$ cat src/rtl/smb_evt_pkg.sv
// Package: shared configuration type for the SMBus event router.
// Assumes: all enables are quasi-static register bits already in the clock domain.
package smb_evt_pkg;

    typedef struct packed {
        logic int_en;       // interrupt enable, host and alert sources
        logic smi_sel;      // redirect interrupt-eligible sources to SMI
        logic alert_dis;    // block alert from every output
        logic ntfy_int_en;  // host-notify interrupt/SMI enable
        logic ntfy_wake_en; // host-notify wake enable
    } route_cfg_t;

endpackage

$ cat src/rtl/smb_alert_sync.sv
// Module: smb_alert_sync
// Brings the asynchronous active-low alert pin into the clock domain through
// STAGES flops and flags one cycle for each high-to-low transition.
// Assumes: the pin idles high; the flops reset to 1 so that reset creates no edge.
module smb_alert_sync #(
    parameter int STAGES = 2
) (
    input  logic clk,
    input  logic rst_n,
    input  logic pin_n,
    output logic fall_o
);

    localparam int LAST = STAGES - 1;

    logic [LAST:0] sync_q;
    logic          prev_q;

    // Shift the pin through the synchronizer chain.
    always_ff @(posedge clk) begin
        if (!rst_n) begin
            sync_q <= '1;
        end else begin
            sync_q <= {sync_q[LAST-1:0], pin_n};
        end
    end

    // Hold the last synchronized level to detect the edge.
    always_ff @(posedge clk) begin
        if (!rst_n) begin
            prev_q <= 1'b1;
        end else begin
            prev_q <= sync_q[LAST];
        end
    end

    // High for one cycle when the synchronized level has just gone low.
    assign fall_o = prev_q & ~sync_q[LAST];

endmodule

$ cat src/rtl/smb_sts_bank.sv
// Module: smb_sts_bank
// A row of sticky status bits. A set pulse latches a bit, and a clear strobe of 1
// releases it. When both arrive in the same cycle the set wins, so no event is lost.
// Assumes: set and clear inputs are single-cycle pulses in the clock domain.
module smb_sts_bank #(
    parameter int WIDTH = 7
) (
    input  logic             clk,
    input  logic             rst_n,
    input  logic [WIDTH-1:0] set_i,
    input  logic [WIDTH-1:0] clr_i,
    output logic [WIDTH-1:0] sts_o
);

    logic [WIDTH-1:0] sts_q;

    // Latch new events, drop cleared bits, and let a set beat a clear.
    always_ff @(posedge clk) begin
        if (!rst_n) begin
            sts_q <= '0;
        end else begin
            sts_q <= (sts_q & ~clr_i) | set_i;
        end
    end

    assign sts_o = sts_q;


    sticky_hold_chk: assert property (@(posedge clk) disable iff (!rst_n)
        (|(sts_q & ~clr_i)) |=> ((($past(sts_q) & ~$past(clr_i)) & ~sts_q) == '0))
        else $error("status bit dropped without a clear");

endmodule

$ cat src/rtl/smb_evt_route.sv
// Module: smb_evt_route
// Combines the latched status with the routing enables into the interrupt and
// SMI levels. It also registers the one-cycle wake request from the raw event pulses.
// Every rule is evaluated on its own and the results are ORed (additive routing).
// Assumes: status inputs come from the sticky bank and event inputs are one-cycle pulses.
module smb_evt_route
    import smb_evt_pkg::*;
#(
    parameter int HOST_W = 4
) (
    input  logic              clk,
    input  logic              rst_n,
    input  route_cfg_t        cfg,
    input  logic              asleep,
    input  logic [HOST_W-1:0] host_sts,
    input  logic              alert_sts,
    input  logic              slv_sts,
    input  logic              ntfy_sts,
    input  logic              wake_cmd,
    input  logic              ntfy_evt,
    input  logic              alert_fall,
    output logic              irq_o,
    output logic              host_smi_o,
    output logic              slave_smi_o,
    output logic              wake_o
);

    logic host_any;
    logic alert_live;
    logic ntfy_live;
    logic wake_d;
    logic wake_q;

    // Per-source qualifiers shared by the interrupt and SMI paths.
    always_comb begin
        host_any   = |host_sts;
        alert_live = alert_sts & ~cfg.alert_dis;
        ntfy_live  = ntfy_sts & cfg.ntfy_int_en;
    end

    // Interrupt and SMI levels: the select bit moves each source from one to the other.
    always_comb begin
        irq_o       = ~cfg.smi_sel & ((host_any & cfg.int_en)
                                    | (alert_live & cfg.int_en)
                                    | ntfy_live);
        host_smi_o  = cfg.smi_sel & cfg.int_en & host_any;
        slave_smi_o = slv_sts | (cfg.smi_sel & (alert_live | ntfy_live));
    end

    // Wake request from any wake-capable event seen while asleep.
    always_comb begin
        wake_d = asleep & (wake_cmd
                         | (ntfy_evt & cfg.ntfy_wake_en)
                         | (alert_fall & ~cfg.alert_dis));
    end

    // Register the wake request as a one-cycle pulse.
    always_ff @(posedge clk) begin
        if (!rst_n) begin
            wake_q <= 1'b0;
        end else begin
            wake_q <= wake_d;
        end
    end

    assign wake_o = wake_q;


    wake_sleep_chk: assert property (@(posedge clk) disable iff (!rst_n)
        wake_q |-> $past(asleep))
        else $error("wake without sleep");


    smi_sel_irq_chk: assert property (@(posedge clk) disable iff (!rst_n)
        cfg.smi_sel |-> !irq_o)
        else $error("interrupt raised under SMI select");


    host_smi_gate_chk: assert property (@(posedge clk) disable iff (!rst_n)
        host_smi_o |-> (cfg.int_en && cfg.smi_sel))
        else $error("host SMI without enables");

endmodule

$ cat src/rtl/smb_evt_router.sv
// Module: smb_evt_router (top)
// Routes SMBus controller events to interrupt, host/slave SMI and wake outputs.
// It instantiates the alert synchronizer, one sticky status bank for all sources
// and the routing logic.
// Assumes: event inputs are one-cycle pulses; the clear strobes are write-1 pulses;
// alert_n may change at any time.
module smb_evt_router
    import smb_evt_pkg::*;
#(
    parameter int HOST_EVT_W  = 4,
    parameter int SYNC_STAGES = 2
) (
    input  logic                  clk,
    input  logic                  rst_n,
    input  logic [HOST_EVT_W-1:0] host_evt,
    input  logic                  alert_n,
    input  logic                  slv_wake_cmd,
    input  logic                  slv_link_cmd,
    input  logic                  notify_evt,
    input  logic                  cfg_int_en,
    input  logic                  cfg_smi_sel,
    input  logic                  cfg_alert_dis,
    input  logic                  cfg_ntfy_int_en,
    input  logic                  cfg_ntfy_wake_en,
    input  logic                  sys_asleep,
    input  logic                  sys_full_on,
    input  logic [HOST_EVT_W:0]   host_clr,
    input  logic                  slv_smi_clr,
    input  logic                  notify_clr,
    output logic [HOST_EVT_W:0]   host_sts,
    output logic                  slv_smi_sts,
    output logic                  notify_sts,
    output logic                  irq,
    output logic                  host_smi,
    output logic                  slave_smi,
    output logic                  wake
);

    localparam int ALERT_IDX = HOST_EVT_W;
    localparam int SLV_IDX   = HOST_EVT_W + 1;
    localparam int NTFY_IDX  = HOST_EVT_W + 2;
    localparam int STS_W     = HOST_EVT_W + 3;

    route_cfg_t       cfg;
    logic             alert_fall;
    logic             slv_set;
    logic [STS_W-1:0] sts_set;
    logic [STS_W-1:0] sts_clr;
    logic [STS_W-1:0] sts_all;

    // Gather the enable pins into the shared configuration struct.
    always_comb begin
        cfg.int_en       = cfg_int_en;
        cfg.smi_sel      = cfg_smi_sel;
        cfg.alert_dis    = cfg_alert_dis;
        cfg.ntfy_int_en  = cfg_ntfy_int_en;
        cfg.ntfy_wake_en = cfg_ntfy_wake_en;
    end

    smb_alert_sync #(
        .STAGES (SYNC_STAGES)
    ) u_alert_sync (
        .clk    (clk),
        .rst_n  (rst_n),
        .pin_n  (alert_n),
        .fall_o (alert_fall)
    );

    // Slave SMI cause: wake/SMI command while awake, or link command while fully on.
    always_comb begin
        slv_set = (slv_wake_cmd & ~sys_asleep) | (slv_link_cmd & sys_full_on);
    end

    // Pack the set and clear vectors in status-bank order.
    always_comb begin
        sts_set = {notify_evt, slv_set, alert_fall, host_evt};
        sts_clr = {notify_clr, slv_smi_clr, host_clr};
    end

    smb_sts_bank #(
        .WIDTH (STS_W)
    ) u_sts_bank (
        .clk   (clk),
        .rst_n (rst_n),
        .set_i (sts_set),
        .clr_i (sts_clr),
        .sts_o (sts_all)
    );

    assign host_sts    = sts_all[ALERT_IDX:0];
    assign slv_smi_sts = sts_all[SLV_IDX];
    assign notify_sts  = sts_all[NTFY_IDX];

    smb_evt_route #(
        .HOST_W (HOST_EVT_W)
    ) u_route (
        .clk         (clk),
        .rst_n       (rst_n),
        .cfg         (cfg),
        .asleep      (sys_asleep),
        .host_sts    (sts_all[HOST_EVT_W-1:0]),
        .alert_sts   (sts_all[ALERT_IDX]),
        .slv_sts     (sts_all[SLV_IDX]),
        .ntfy_sts    (sts_all[NTFY_IDX]),
        .wake_cmd    (slv_wake_cmd),
        .ntfy_evt    (notify_evt),
        .alert_fall  (alert_fall),
        .irq_o       (irq),
        .host_smi_o  (host_smi),
        .slave_smi_o (slave_smi),
        .wake_o      (wake)
    );


    alert_src_chk: assert property (@(posedge clk) disable iff (!rst_n)
        $rose(host_sts[ALERT_IDX]) |-> ($past(alert_n, SYNC_STAGES) == 1'b0))
        else $error("alert status without a low pin");


    slv_src_chk: assert property (@(posedge clk) disable iff (!rst_n)
        $rose(slv_smi_sts) |-> $past((slv_wake_cmd && !sys_asleep) || (slv_link_cmd && sys_full_on)))
        else $error("slave SMI status without a cause");

endmodule

$ cat config.mk
export PLATFORM = sky130hd
export DESIGN_NAME = smb_evt_router
export DESIGN_NICKNAME = d
export VERILOG_FILES = /design/src/rtl/smb_evt_pkg.sv /design/src/rtl/smb_alert_sync.sv /design/src/rtl/smb_sts_bank.sv /design/src/rtl/smb_evt_route.sv /design/src/rtl/smb_evt_router.sv
export SDC_FILE = /design/constraint.sdc
export NUM_CORES = 1
export LEC_CHECK = 0
export BUFFER_PORTS_ARGS = -buffer_cell sky130_fd_sc_hd__buf_4
export CAP_MARGIN = 5
export CORE_AREA = 2 2 39 41
export CTS_BUF_LIST = sky130_fd_sc_hd__clkbuf_4
export DETAILED_ROUTE_END_ITERATION = 7
export DIE_AREA = 0 0 41 43
export GPL_TIMING_DRIVEN = 1
export HOLD_SLACK_MARGIN = 0.15
export MAX_ROUTING_LAYER = met4
export PLACE_DENSITY = 0.74
export SLEW_MARGIN = 15
export SYNTH_ARGS = -nofsm -noshare
export SYNTH_HDL_FRONTEND = slang
export SYNTH_SLANG_ARGS = --single-unit
$ cat constraint.sdc
create_clock -name clk -period 1.5 [get_ports clk]
set_clock_uncertainty 0.15 [all_clocks]
set_input_delay 0.3 -clock clk [delete_from_list [all_inputs] [get_ports clk]]
set_output_delay 0.3 -clock clk [all_outputs]
set_load 0.02 [all_outputs]
==> results of run 1 <==
[placed cells by master (no fill, tap or decap), types with 2 or more instances in the layout]
cell	instances
sky130_fd_sc_hd__inv_1	2
sky130_fd_sc_hd__nand2b_1	5
sky130_fd_sc_hd__buf_6	3
sky130_fd_sc_hd__clkbuf_4	4
sky130_fd_sc_hd__a21o_1	2
sky130_fd_sc_hd__dfxtp_1	8
sky130_fd_sc_hd__o21a_1	5
sky130_fd_sc_hd__dfxtp_2	3
sky130_fd_sc_hd__buf_4	36
sky130_fd_sc_hd__nor2b_1	7
sky130_fd_sc_hd__dlygate4sd3_1	9
[power breakdown]
group	internal [mW]	total, mW	switching (mW)
clock network	0.121	0.215	0.0942
logic	0.119	0.192	0.0731
registers	0.309	0.318	0.00862
[through the flow]
| step | hold WS (ns) | std cells | TNS [ns] | area (um2) | util, % |
|---|---|---|---|---|---|
| 2_1_floorplan | 0.223 | 44 | -0.142 | 462 | - |
| 3_3_place_gp | 0.239 | 98 | -0.281 | 771 | 55.7 |
| 3_5_place_dp | 0.243 | 98 | -0.311 | 771 | 55.7 |
| 4_1_cts | 0.159 | 110 | -1.08 | 896 | 64.7 |
| 5_1_grt | 0.168 | 110 | -1.18 | 896 | 64.7 |
| 6_report | 0.166 | 110 | -1.05 | 896 | 64.7 |
[critical path: cells and delay by family, from the launching register on]
family / cells / cell delay [ns]
compound gates: 2 / 0.23
buf+inv: 1 / 0.13
flops: 1 / 0.32
simple gates: 1 / 0.55
[worst paths after layout]
path,end,slack (ns),cells past startpoint
min reg2reg,u_alert_sync.sync_q[1],0.26,1
min,u_sts_bank.sts_o[5],0.17,3
max,irq,-0.44,4
max reg2reg,u_sts_bank.sts_o[2],0.52,3
[what timing repair did]
action | CTS | global route
endpoints found under the setup margin | 3 | 3
resized for setup | 4 | 0
gates cloned | 0 | 0
hold buffers | 9 | 0
hold endpoints to repair | 10 | 0
[area by class of cell]
type | instances | share of cell area (%)
clock buffers | 4 | 3.35
inverters | 2 | 0.838
multi-input cells | 29 | 24.6
flip-flops and latches | 11 | 25.0
well taps | 16 | 2.23
repair buffers | 48 | 44.0
[sequential cells by signal, indices dropped and copies added, names as in the netlist]
name / cells
u_sts_bank.sts_o: 7
u_route.wake_o: 1
u_alert_sync.sync_q: 2
u_alert_sync.prev_q: 1
[cell families (layout without fill, tap and decap cells)]
family | after synthesis | after routing | share of synthesized area, %
AND/OR/NAND/NOR | 16 | 16 | 23.8
AO/OA/AOI/OAI | 13 | 13 | 20.9
flip-flops | 11 | 11 | 51.0
buffers and inverters | 4 | 54 | 4.35
[metal layers]
metal	routed length [um]	share of wire, %	GRT usage (%)
met1	442	35	13.7
met2	688	54	30.3
met3	133	10	5.24
met4	16	1.3	10.0
met5	0	0	-
==> qor.json, run 1 <==
{
  "post-synth-top-count-cell": "sky130_fd_sc_hd__dfxtp_1",
  "htree_levels": 1,
  "routed_wl_mm": 1.28,
  "pre_cts_slack_ns": -0.174,
  "area_growth_pct": 108,
  "clock_sink_count": 11,
  "rsz_0062_raised_after_global_routing": "true",
  "crit-reg2reg-launch": "u_sts_bank.sts_o[2]",
  "cts_inserted_buffers": 3,
  "core-area_mm2": 0.00138,
  "floorplan.initialDensity_pct": 31.2,
  "worstSetupEndpointType": "output pin",
  "fin_total_pwr_uw": 725,
  "fmax_mhz": 517,
  "syn_area_um2": 432,
  "synth_enable_flop_cells": 0,
  "maxCapViolCount": 0,
  "globalRouteOverflowTotal": 0,
  "synth_async_sr_flop_share_pct": 0,
  "required_ns": 1.05,
  "critPathKind": "flop to output pin",
  "antenna_found_initial": 0,
  "post_drt_wl_per_cell_um": 11.6,
  "startpoint": "u_sts_bank.sts_o[3]",
  "die_x_um": 41,
  "synth_top_cell_by_area": "sky130_fd_sc_hd__dfxtp_1",
  "viasPerCell": 4.59,
  "postCtsSetupBuffers": 0,
  "drive_gt1_share_pct": 53.2,
  "number_of_nets_with_antenna_violations_after_routing": 0,
  "timing.final.crit_period_ns": 1.94,
  "finalHoldViolCount": 0,
  "gp_congestion": 0.679,
  "static-leakage-power_nw": 0.436,
  "synth.area.top_cells": "sky130_fd_sc_hd__dfxtp_1 (51%), sky130_fd_sc_hd__nor2b_1 (10%), sky130_fd_sc_hd__o21a_1 (8.7%)",
  "worstPathArrival_ns": 1.49,
  "number_of_instances_in_the_synthesized_netlist": 44,
  "most_instantiated_cells_after_synthesis": "sky130_fd_sc_hd__dfxtp_1 (11), sky130_fd_sc_hd__nor2b_1 (7), sky130_fd_sc_hd__nand2b_1 (5), sky130_fd_sc_hd__o21a_1 (5)",
  "maximum_number_of_pins_on_one_net_before_global_route_repair": 12,
  "crit_chain": "or4_4, o21ai_4, a21oi_4, buf_6",
  "multiInputGateArea_um2": 220,
  "clk_root_buffer_cell": "sky130_fd_sc_hd__clkbuf_4",
  "design.portCount": 35,
  "worst_ir_drop_vdd_v": 0.000497,
  "timing.critical_path.slowest_stage_cell": "sky130_fd_sc_hd__or4_4",
  "fillerInstances": 122,
  "regArea_um2": 224,
  "firstDrtPassIters": 4,
  "power.density_cell_area_mw_per_mm2": 809,
  "antenna-diode-count": 0,
  "clkSlewWorstSetupHoldPaths_ns": 0.07,
  "synthesis.area_per_instance_um2": 9.81,
  "netlist.area_leader.share_pct": 51.0,
  "worstHoldPathType": "primary input to flop",
  "die_y_um": 43,
  "cp-start-kind": "flop",
  "timing.final.ws_setup_ns": -0.436,
  "detail_route.drc_violations": 0,
  "max-clock-path-buffers": 2,
  "first_global_vias": 498,
  "status": "finished, violations left",
  "grt_first_pass_wirelength_mm": 1.88,
  "cts_tree": "yes",
  "final_net_count": 119,
  "insertion_delay_ns": 0.27,
  "final-max-slew-violation-count": 0,
  "fp.dieArea_mm2": 0.00176,
  "min_from": "sys_full_on",
  "postSynthRegisterBits": 11,
  "routed-via-count": 505,
  "failed_checks": "negative setup slack",
  "warning_count_from_the_yosys_run": 0,
  "input_output_buffers": 34,
  "grt_util_all_layers_pct": 16.9,
  "synthFlopType": "sky130_fd_sc_hd__dfxtp_1",
  "detailed_place_hpwl_um": 903,
  "layout_worst_path_cycle_share_pct": 129,
  "first_iter_violations": 7,
  "cp_max_fo": 2,
  "timing.critical_path.slowest_cell_delay_ns": 0.55,
  "yosysUniqueCellTypes": 16,
  "timing.slew.headroom_pct": 77.2,
  "worst_slew_pin_slew_ns": 0.341,
  "ys_seq_area_share_pct": 51.0,
  "placement_rows": 14,
  "report.final.setup_viol": 3,
  "postSynthNetCount": 68
}
No activity file was read; power rests on OpenSTA's default activity.
==> run 2, diff against run 1 <==
Settings changed: PLACE_DENSITY 0.74 to 0.68.
==> qor.json, run 2 (synthesized netlist as in run 1, its figures left out) <==
{
  "worstReg2RegEnd": {"value": "u_sts_bank.sts_o[3]", "change": "was u_sts_bank.sts_o[2]"},
  "cp.buffers_inverters": {"value": 1, "change": "unchanged"},
  "timing.slew.headroom": {"value": 79.2, "unit": "%", "change": "was 77.2%"},
  "number_of_nets_with_antenna_violations_after_routing": {"value": 0, "change": "unchanged"},
  "htree_levels": {"value": 1, "change": "unchanged"},
  "first_iter_violations": {"value": 5, "change": "was 7"},
  "antenna_found_initial": {"value": 0, "change": "unchanged"},
  "worstHoldPathType": {"value": "primary input to flop", "change": "unchanged"},
  "finalInstanceArea": {"value": 896, "unit": "um2", "change": "unchanged"},
  "placement_rows": {"value": 14, "change": "unchanged"},
  "timing.critical_path.slowest_cell_delay": {"value": 0.55, "unit": "ns", "change": "about the same"},
  "regArea": {"value": 224, "unit": "um2", "change": "unchanged"},
  "timing.critical_path.slowest_stage_cell": {"value": "sky130_fd_sc_hd__or4_4", "change": "unchanged"},
  "critical_path_depth": {"value": 4, "change": "unchanged"},
  "hold_path_end": {"value": "u_sts_bank.sts_o[2]", "change": "was u_sts_bank.sts_o[5]"},
  "finish.utilization": {"value": 64.7, "unit": "%", "change": "unchanged"},
  "cp-start-kind": {"value": "flop", "change": "unchanged"},
  "gp_congestion": {"value": 0.726, "change": "was 0.679"},
  "multiInputGateArea": {"value": 220, "unit": "um2", "change": "unchanged"},
  "first_global_vias": {"value": 453, "change": "was 498"},
  "fmax": {"value": 519, "unit": "MHz", "change": "was 517 MHz"},
  "rsz_0062_raised_after_global_routing": {"value": "true", "change": "unchanged"},
  "firstDrtPassIters": {"value": 4, "change": "unchanged"},
  "layout.cells.most_common": {"value": "sky130_fd_sc_hd__buf_4", "change": "unchanged"},
  "hold-worst-slack": {"value": 0.186, "unit": "ns", "change": "was 0.166 ns"},
  "post_drt_wl_per_cell": {"value": 10.3, "unit": "um", "change": "was 11.6 um"},
  "clock_sink_count": {"value": 11, "change": "unchanged"},
  "pre_cts_slack": {"value": -0.176, "unit": "ns", "change": "was -0.174 ns"},
  "design.portCount": {"value": 35, "change": "unchanged"},
  "crit-reg2reg-launch": {"value": "u_sts_bank.sts_o[3]", "change": "was u_sts_bank.sts_o[2]"},
  "viasPerCell": {"value": 4.39, "change": "was 4.59"},
  "cts_tree": {"value": "yes", "change": "unchanged"},
  "most-common-layout-cells": {"value": "sky130_fd_sc_hd__buf_4 (36), sky130_fd_sc_hd__dlygate4sd3_1 (9), sky130_fd_sc_hd__dfxtp_1 (8)", "change": "unchanged"},
  "die_y": {"value": 43, "unit": "um", "change": "unchanged"},
  "static-leakage-power": {"value": 0.436, "unit": "nW", "change": "about the same"},
  "regToRegSetupSlack": {"value": 0.53, "unit": "ns", "change": "was 0.52 ns"},
  "maxCapViolCount": {"value": 0, "change": "unchanged"},
  "routed-via-count": {"value": 483, "change": "was 505"},
  "r2r.worst_path.cells": {"value": 3, "change": "unchanged"},
  "drive_gt1_share": {"value": 53.2, "unit": "%", "change": "unchanged"},
  "max-clock-path-buffers": {"value": 2, "change": "unchanged"},
  "input_output_buffers": {"value": 34, "change": "unchanged"},
  "grt_first_pass_wirelength": {"value": 1.67, "unit": "mm", "change": "was 1.88 mm"},
  "worstHoldPathCells": {"value": 3, "change": "unchanged"},
  "layout_worst_path_cycle_share": {"value": 128, "unit": "%", "change": "was 129%"},
  "timing.critical_path.max_delay_family": {"value": "simple AND/OR/NAND/NOR gates", "change": "unchanged"},
  "detailed_place_hpwl": {"value": 821, "unit": "um", "change": "was 903 um"},
  "die_x": {"value": 41, "unit": "um", "change": "unchanged"},
  "fp.dieArea": {"value": 0.00176, "unit": "mm2", "change": "unchanged"},
  "dp_cells": {"value": 98, "change": "unchanged"},
  "status": {"value": "finished, violations left", "change": "unchanged"},
  "worst_slew_pin_slew": {"value": 0.312, "unit": "ns", "change": "was 0.341 ns"},
  "fillerInstances": {"value": 117, "change": "was 122"},
  "min_from": {"value": "host_clr[2]", "change": "was sys_full_on"},
  "clk_root_buffer_cell": {"value": "sky130_fd_sc_hd__clkbuf_4", "change": "unchanged"},
  "grt_util_all_layers": {"value": 14.8, "unit": "%", "change": "was 16.9%"},
  "cts_inserted_buffers": {"value": 3, "change": "unchanged"},
  "core-area": {"value": 0.00138, "unit": "mm2", "change": "unchanged"},
  "globalRouteOverflowTotal": {"value": 0, "change": "unchanged"},
  "routed_wl": {"value": 1.13, "unit": "mm", "change": "was 1.28 mm"},
  "detail_route.drc_violations": {"value": 0, "change": "unchanged"},
  "critPathKind": {"value": "flop to output pin", "change": "unchanged"},
  "dpl_cell_area": {"value": 771, "unit": "um2", "change": "unchanged"},
  "maximum_number_of_pins_on_one_net_before_global_route_repair": {"value": 12, "change": "unchanged"},
  "insertion_delay": {"value": 0.26, "unit": "ns", "change": "was 0.27 ns"},
  "cp_max_fo": {"value": 2, "change": "unchanged"},
  "final_net_count": {"value": 119, "change": "unchanged"},
  "power.density_cell_area": {"value": 801, "unit": "mW/mm2", "change": "was 809 mW/mm2"},
  "floorplan.initialDensity": {"value": 31.2, "unit": "%", "change": "unchanged"},
  "clkSlewWorstSetupHoldPaths": {"value": 0.06, "unit": "ns", "change": "was 0.07 ns"},
  "worstPathArrival": {"value": 1.48, "unit": "ns", "change": "was 1.49 ns"},
  "finalHoldViolCount": {"value": 0, "change": "unchanged"},
  "final-max-slew-violation-count": {"value": 0, "change": "unchanged"},
  "failed_checks": {"value": "negative setup slack", "change": "unchanged"},
  "crit_chain": {"value": "or4_4, o21ai_4, a21oi_4, buf_6", "change": "unchanged"},
  "antenna-diode-count": {"value": 0, "change": "unchanged"},
  "largest_reg_flops": {"value": 7, "change": "unchanged"},
  "area_growth": {"value": 108, "unit": "%", "change": "unchanged"},
  "instances_no_fill": {"value": 110, "change": "unchanged"},
  "worst_ir_drop_vdd": {"value": 0.000436, "unit": "V", "change": "was 0.000497 V"},
  "worstSetupEndpointType": {"value": "output pin", "change": "unchanged"},
  "required": {"value": 1.05, "unit": "ns", "change": "about the same"},
  "timing.final.crit_period": {"value": 1.93, "unit": "ns", "change": "was 1.94 ns"},
  "report.final.setup_viol": {"value": 3, "change": "unchanged"},
  "timing.final.ws_setup": {"value": -0.427, "unit": "ns", "change": "was -0.436 ns"}
}
==> run 2: layer usage <==
layer / part of all wire, % / vias up / GRT usage (%) / wire [um]
met1: 39 / 203 / 12.4 / 441
met4: 0.88 / 0 / 8.00 / 10
li1: - / 250 / - / -
met5: 0 / - / - / 0
met2: 48 / 28 / 25.6 / 539
met3: 13 / 2 / 5.76 / 142
==> run 2: how the worst max path moves through the flow <==
stage,from,endpoint,slack [ns]
after CTS,u_sts_bank.sts_o[3],irq,-0.45
final,u_sts_bank.sts_o[3],irq,-0.43
after global placement,u_sts_bank.sts_o[3],irq,-0.16
after detailed placement,u_sts_bank.sts_o[3],irq,-0.18
after global routing,u_sts_bank.sts_o[3],irq,-0.47
after floorplan,u_sts_bank.sts_o[3],irq,-0.08
==> run 2: cell type report <==
cell class | count | share of cell area, %
timing repair buffer | 48 | 44.0
tap | 16 | 2.23
inverter | 2 | 0.838
sequential | 11 | 25.0
multi-input combinational | 29 | 24.6
clock buffer | 4 | 3.35
==> run 2: worst reg2reg max path, stage by stage, from the launching register on <==
cell	delay [ns]
sky130_fd_sc_hd__dfxtp_2	0.32
sky130_fd_sc_hd__buf_4	0.12
sky130_fd_sc_hd__nor2b_1	0.12
sky130_fd_sc_hd__o21a_1	0.16
==> run 2: stage by stage <==
stage          power (mW)  setup TNS (ns)
2_1_floorplan       0.396          -0.142
3_3_place_gp        0.489          -0.286
3_5_place_dp        0.491          -0.323
4_1_cts             0.730           -1.02
5_1_grt             0.762           -1.12
6_report            0.718          -0.977
==> run 2: power breakdown <==
part	leakage, nW	switching (mW)	internal, mW
clock network	0.0184	0.0901	0.121
logic	0.325	0.0706	0.118
registers	0.0922	0.00852	0.309
total	0.436	0.169	0.549
==> run 2: repair_timing <==
action                                  in CTS  in global routing
resized for setup                            4                  0
cloned                                       0                  0
pin swaps                                    2                  0
endpoints found under the setup margin       3                  3
hold buffers                                 9                  0
hold endpoints to repair                    10                  0
setup buffers                                0                  0
